File: src/rtl/gpio_regbank_pkg.sv
package gpio_regbank_pkg;
   localparam int unsigned SEL_W = 2;

   typedef enum logic [SEL_W-1:0] {
      SEL_INPUT     = 2'd0,
      SEL_OUTPUT    = 2'd1,
      SEL_INVERT    = 2'd2,
      SEL_DIRECTION = 2'd3
   } gpio_sel_e;
endpackage

File: src/rtl/gpio_sync.sv
// Multi-stage synchroniser for a bus of independent pin levels.
module gpio_sync #(
   parameter int unsigned W      = 8,
   parameter int unsigned STAGES = 2
) (
   input  logic         clk,
   input  logic         rst_n,
   input  logic [W-1:0] d,
   output logic [W-1:0] q
);
   generate
      if (STAGES < 2) begin : g_bad_stages
         $error("gpio_sync: STAGES must be at least 2");
      end
   endgenerate

   logic [STAGES-1:0][W-1:0] chain_q;

   always_ff @(posedge clk or negedge rst_n) begin
      if (!rst_n) begin
         chain_q <= '0;
      end else begin
         chain_q <= {chain_q[STAGES-2:0], d};
      end
   end

   assign q = chain_q[STAGES-1];
endmodule

File: src/rtl/gpio_field_reg.sv
// One host-writable register with a parameterised reset value.
module gpio_field_reg #(
   parameter int unsigned   W   = 8,
   parameter logic [W-1:0] RST = '0
) (
   input  logic         clk,
   input  logic         rst_n,
   input  logic         we,
   input  logic [W-1:0] d,
   output logic [W-1:0] q
);
   always_ff @(posedge clk or negedge rst_n) begin
      if (!rst_n) begin
         q <= RST;
      end else if (we) begin
         q <= d;
      end
   end
endmodule

File: src/rtl/gpio_rd_mux.sv
// Read-back multiplexer; the input view is XORed with the inversion mask.
module gpio_rd_mux #(
   parameter int unsigned W = 8
) (
   input  logic                                  rd_en,
   input  logic [gpio_regbank_pkg::SEL_W-1:0]    sel,
   input  logic [W-1:0]                          pins_sync,
   input  logic [W-1:0]                          out_q,
   input  logic [W-1:0]                          inv_q,
   input  logic [W-1:0]                          dir_q,
   output logic [W-1:0]                          rd_data
);
   import gpio_regbank_pkg::*;

   logic [W-1:0] sel_data;

   always_comb begin
      unique case (gpio_sel_e'(sel))
         SEL_INPUT:     sel_data = pins_sync ^ inv_q;
         SEL_OUTPUT:    sel_data = out_q;
         SEL_INVERT:    sel_data = inv_q;
         SEL_DIRECTION: sel_data = dir_q;
         default:       sel_data = '0;
      endcase
   end

   assign rd_data = rd_en ? sel_data : '0;
endmodule

File: src/rtl/gpio_regbank.sv
// Per-pin GPIO register bank: direction, output value, read inversion.
module gpio_regbank #(
   parameter int unsigned        PIN_W       = 8,
   parameter int unsigned        SYNC_STAGES = 2,
   parameter logic [PIN_W-1:0]   DIR_RST     = '1,
   parameter logic [PIN_W-1:0]   OUT_RST     = '1,
   parameter logic [PIN_W-1:0]   INV_RST     = '0
) (
   input  logic                                clk,
   input  logic                                rst_n,
   input  logic                                wr_en,
   input  logic                                rd_en,
   input  logic [gpio_regbank_pkg::SEL_W-1:0]  reg_sel,
   input  logic [PIN_W-1:0]                    wr_data,
   output logic [PIN_W-1:0]                    rd_data,
   input  logic [PIN_W-1:0]                    pin_in,
   output logic [PIN_W-1:0]                    pin_oe,
   output logic [PIN_W-1:0]                    pin_out
);
   import gpio_regbank_pkg::*;

   generate
      if (PIN_W < 1) begin : g_bad_width
         $error("gpio_regbank: PIN_W must be at least 1");
      end
   endgenerate

   logic               we_out;
   logic               we_inv;
   logic               we_dir;
   logic [PIN_W-1:0]   out_q;
   logic [PIN_W-1:0]   inv_q;
   logic [PIN_W-1:0]   dir_q;
   logic [PIN_W-1:0]   pins_sync;

   // Writes to the input view decode to no enable at all.
   assign we_out = wr_en && (reg_sel == SEL_OUTPUT);
   assign we_inv = wr_en && (reg_sel == SEL_INVERT);
   assign we_dir = wr_en && (reg_sel == SEL_DIRECTION);

   gpio_field_reg #(.W(PIN_W), .RST(OUT_RST)) u_out_reg (
      .clk(clk), .rst_n(rst_n), .we(we_out), .d(wr_data), .q(out_q)
   );

   gpio_field_reg #(.W(PIN_W), .RST(INV_RST)) u_inv_reg (
      .clk(clk), .rst_n(rst_n), .we(we_inv), .d(wr_data), .q(inv_q)
   );

   gpio_field_reg #(.W(PIN_W), .RST(DIR_RST)) u_dir_reg (
      .clk(clk), .rst_n(rst_n), .we(we_dir), .d(wr_data), .q(dir_q)
   );

   gpio_sync #(.W(PIN_W), .STAGES(SYNC_STAGES)) u_pin_sync (
      .clk(clk), .rst_n(rst_n), .d(pin_in), .q(pins_sync)
   );

   // Per-pin buffer control: an input pin neither drives nor shows its value.
   generate
      for (genvar i = 0; i < PIN_W; i++) begin : g_pin
         assign pin_oe[i]  = ~dir_q[i];
         assign pin_out[i] = dir_q[i] ? 1'b0 : out_q[i];
      end
   endgenerate

   gpio_rd_mux #(.W(PIN_W)) u_rd_mux (
      .rd_en(rd_en), .sel(reg_sel), .pins_sync(pins_sync),
      .out_q(out_q), .inv_q(inv_q), .dir_q(dir_q), .rd_data(rd_data)
   );
endmodule

File: config.mk
export PLATFORM = sky130hd
export DESIGN_NAME = gpio_regbank
export DESIGN_NICKNAME = d
export VERILOG_FILES = /design/src/rtl/gpio_regbank_pkg.sv /design/src/rtl/gpio_sync.sv /design/src/rtl/gpio_field_reg.sv /design/src/rtl/gpio_rd_mux.sv /design/src/rtl/gpio_regbank.sv
export SDC_FILE = /design/constraint.sdc
export NUM_CORES = 1
export LEC_CHECK = 0
export BUFFER_PORTS_ARGS = -buffer_cell sky130_fd_sc_hd__buf_4
export CAP_MARGIN = 20
export CORE_MARGIN = 2
export CORE_UTILIZATION = 25
export DETAILED_ROUTE_END_ITERATION = 10
export PLACE_DENSITY = 0.45
export SLEW_MARGIN = 20
export SYNTH_ARGS = -nofsm -noshare
export SYNTH_HDL_FRONTEND = slang
export SYNTH_SLANG_ARGS = --single-unit
File: constraint.sdc
create_clock -name clk -period 0.9 [get_ports clk]
set_input_delay 0.045 -clock clk [delete_from_list [all_inputs] [get_ports clk]]
set_output_delay 0.045 -clock clk [all_outputs]
set_load 0.02 [all_outputs]
# [Word level (Yosys, flattened, before mapping)]
# Cells that the tools add are included.
# W data, S select, Z words.
[word_totals] word_cells=31 reg_bits=40
[op_classes] n_mux=10 eq_ne=3 bitwise=9 reduce_logical=4
[op_table] cell="$pmux W8 S4" n=1
[op_table] cell="$mux W1" n=8
[op_table] cell="$mux W8" n=1
[op_table] cell="$not A1 Y1" n=8
[op_table] cell="$xor A8 B8 Y8" n=1
[op_table] cell="$eq A2 B2 Y1 const B" n=2
[op_table] cell="$logic_and A1 B1 Y1" n=3
[op_table] cell="$eq A2 B1 Y1 const B" n=1
[op_table] cell="$logic_not A2 Y1" n=1

# [Depth between registers and ports, before layout]
[depth] depth_word=3 ltp_mapped=4 mapped_depth_nobuf=3

# [Hierarchy]
# A second synthesis with hierarchy kept.
[unflattened] hier_cells=138 area_unflattened_um2=1914.3
[by_module_without_submodules] mod="gpio_field_reg at u_dir_reg ..." cells_each=17 area_each_um2=341.6 n_inst=2
[by_module_without_submodules] mod="gpio_sync" cells_each=24 area_each_um2=460.4 n_inst=1
[by_module_without_submodules] mod="gpio_rd_mux" cells_each=44 area_each_um2=334.1 n_inst=1
[by_module_without_submodules] mod="gpio_field_reg at u_inv_reg" cells_each=17 area_each_um2=331.6 n_inst=1
[by_module_without_submodules] mod="gpio_regbank" cells_each=19 area_each_um2=105.1 n_inst=1

# [Worst setup path before layout]
# OpenSTA, ideal clock, no wires.
[synth_path] kind="reg2out" startpoint="register u_out_reg.q[1]" endpoint="output rd_data[1]" t_arrival_ns=1.214 path_stages_with_launch=4 path_slack_ns=-0.359 required_time_ns=0.855 cell_sequence="dfstp_2 > nand2b_1 > a21oi_1 > a211oi_1"
[synth_via] elab_chain_cells=2
[synth_lines] item="from (decl)" line_no="gpio_field_reg.sv:10" text="output logic [W-1:0] q"
[synth_lines] item="from (signal assigned)" line_no="gpio_field_reg.sv:14" text="q <= RST;"
[synth_lines] item="from (signal assigned)" line_no="gpio_field_reg.sv:16" text="q <= d;"
[synth_lines] item="$pmux W8 S4" line_no="gpio_rd_mux.sv:18" text="unique case (gpio_sel_e'(sel))"
[synth_lines] item="$mux W8" line_no="gpio_rd_mux.sv:27" text="assign rd_data = rd_en ? sel_data : '0;"
[synth_lines] item="to (decl)" line_no="gpio_regbank.sv:15" text="output logic [PIN_W-1:0] rd_data,"
# Every way passes these cells.

# [Final worst setup path]
[layout_path] startpoint="register u_out_reg.q[4]" endpoint="output rd_data[4]"
# The elaborated chain is that of the path after synthesis.

==> results.json <==
{
  "status": "finished, violations left",
  "violations": "setup timing",
  "cts_tree": "yes",
  "grt_pass1_vias": 1410,
  "drc": 0,
  "grtUsageTotal_pct": 11.9,
  "wl_per_cell_um": 14.0,
  "grt_max_degree": 41,
  "grt_pass1_wl_um": 6960,
  "cpPeakStageDelay_ps": 540,
  "max-cap-violations": 0,
  "critPathArrivalTime_ps": 1410,
  "critPathCaptureType": "output pin",
  "tightestPinTransition_ps": 502,
  "place_inst": 288,
  "criticalPathCategory": "flip-flop to output pin",
  "p_sw_share_pct": 27.1,
  "rsz0062_at_grt": "true",
  "initial_core_util_pct": 26.2,
  "area_delta_synth_final_pct": 61.2,
  "setup_violations": 27,
  "comb_power_share_pct": 33.3,
  "synth_fp_nets": 158,
  "drive_gt1_share_pct": 69.8,
  "wirelength_um": 4350,
  "path_cells": "nand2b_4, a21oi_2, a211oi_2, buf_4",
  "ant_nets": 0,
  "nets": 236,
  "required_ps": 850,
  "cellPowerDensity_nw_per_um2": 2010,
  "avgSynthCellArea_um2": 13.2,
  "antenna_cells": 0,
  "dr.pass1.iters": 3,
  "cp-start-kind": "flip-flop",
  "slew_headroom_pct": 66.5,
  "finalSetupTns_ps": -7880,
  "port_buffers": 45,
  "clock-sinks": 40,
  "ir_drop_uv": 906,
  "cts-htree-levels": 2,
  "ys_seq_elements": 40,
  "p_int_mw": 4.25,
  "clock_skew_ps": 0.277,
  "antenna_found_initial": 0,
  "stdcell_area_um2": 2900,
  "fin_ws_ps": -555,
  "die-height_um": 88.9,
  "syn_inst": 136,
  "max_freq_mhz": 687,
  "dr.first_iter.drc_count": 20,
  "io_pins": 46,
  "ys_warn_count": 0,
  "final_cells": 311,
  "layout_commonest_cell": "buf_4",
  "gp_congestion": 0.754,
  "net-switching-power_mw": 1.58,
  "syn_area_um2": 1800,
  "cp_max_fo": 3,
  "post-route-min-period_ps": 1450,
  "path_buf_inv": 1,
  "rows": 30,
  "vias": 1330,
  "max-clock-path-buffers": 2,
  "crit_family": "flip-flops",
  "hold_class": "primary input to flip-flop",
  "grt_remaining_overflow": 0,
  "insertion_delay_ps": 280,
  "drv_slew": 0,
  "cts_root_buffer": "clkbuf_8",
  "die_w_um": 88.9,
  "vias_per_cell": 4.28,
  "yosysSeqAreaShare_pct": 56.7,
  "seq_power_share_pct": 39.8,
  "cts_buffers": 5,
  "finalCritPeriodShare_pct": 162,
  "clock_power_share_pct": 26.9,
  "final_cell_mix": "buf_4, buf_6, dfrtp_1",
  "slowest_stage": "dfstp_2",
  "place_area_um2": 2400,
  "clkTransAtPathRegs_ps": 80,
  "p_leak_nw": 1.30,
  "coreArea_um2": 6870,
  "timing.hold.ws_ps": 10.0,
  "hpwl_um": 2970,
  "hold_viol": 0,
  "ys_types": 21,
  "die-area_um2": 7900
}
-- area by class of cell --
cell class | instances | area (um2)
Clock buffer | 7 | 96.3
Clock inverter | 1 | 30.0
Fill cell | 667 | 3970
Inverter | 8 | 32.5
Multi-Input combinational cell | 82 | 867
Sequential cell | 40 | 1020
Tap cell | 96 | 120
Timing Repair Buffer | 77 | 736
-- logic make-up after synthesis --
family,after synthesis,synth area share (%)
DFF,40,56.7
muxes,32,19.5
and+or+nand+nor,27,11.5
AOI/OAI and AO/OA,22,8.34
buffers and inverters,14,3.54
xor gates and xnor gates,1,0.487
-- Yosys cell counts --
cell / n / area (um2)
dfrtp_1: 24 / 601
mux2_2: 24 / 270
dfstp_2: 16 / 420
inv_1: 8 / 30.0
mux2i_1: 8 / 80.1
nor2b_1: 8 / 50.1
a211oi_1: 7 / 52.6
a21oi_1: 7 / 35.0
nand2b_1: 7 / 43.8
nand3b_1: 7 / 52.6
o31ai_1: 7 / 52.6
buf_2: 3 / 15.0
buf_4: 2 / 15.0
buf_1: 1 / 3.75
nand2_1: 1 / 3.75
nand3_4: 1 / 17.5
nand3b_2: 1 / 11.3
nand3b_4: 1 / 20.0
o211a_1: 1 / 10.0
or2b_1: 1 / 7.51
xnor2_1: 1 / 8.76
-- stage by stage --
step	util, %	total power [mW]	setup slack, ps
final	42.3	5.83	-555
after global routing	42.3	6.15	-595
after CTS	40.9	5.76	-528
after detailed placement	34.9	3.79	-201
after global placement	34.9	3.74	-176
after floorplan	-	3.09	-143
-- flip-flops by register name, summed over array words and instances (netlist names) --
signal,cells
u_pin_sync.chain_q,8
u_pin_sync.q,8
u_dir_reg.q,8
u_inv_reg.q,8
u_out_reg.q,8
-- timing repair --
action | CTS | global route
buffers inserted | 2 | 11
gates resized for setup | 47 | 24
endpoints found under the setup margin | 24 | 25
endpoints found under the hold margin | 34 | 0
pin swaps | 2 | 3
hold buffers | 10 | 0
-- power groups by stage --
stage          Clock, mW  Sequential [mW]  Combinational [mW]
2_1_floorplan          0             2.30               0.781
3_3_place_gp           0             2.31                1.43
3_5_place_dp           0             2.33                1.46
4_1_cts             1.63             2.32                1.81
5_1_grt             1.70             2.35                2.10
6_report            1.57             2.32                1.94
-- path summary, 6_finish.rpt --
check	end	slack [ps]	depth (start not counted)	startpoint
setup reg to reg	u_dir_reg.q[2]	-30	3	u_dir_reg.q[2]
setup / recovery	rd_data[4]	-550	4	u_out_reg.q[4]
hold / removal	u_inv_reg.q[6]	10	2	wr_data[6]
max in group asynchronous	u_out_reg.q[3]	270	2	rst_n
min in group asynchronous	u_pin_sync.chain_q[1]	270	2	rst_n
hold reg to reg	u_pin_sync.q[6]	350	0	u_pin_sync.chain_q[6]
-- routing by layer --
layer	part of all wire (%)	global-route usage (%)	up-vias	wire length (um)
li1	-	-	636	-
met1	47	16.3	655	2040
met2	47	18.5	35	2060
met3	4.9	3.36	4	211
met4	0.97	3.31	0	42
met5	0	0	-	0
Note: power is estimated with default switching activity, not from simulation.
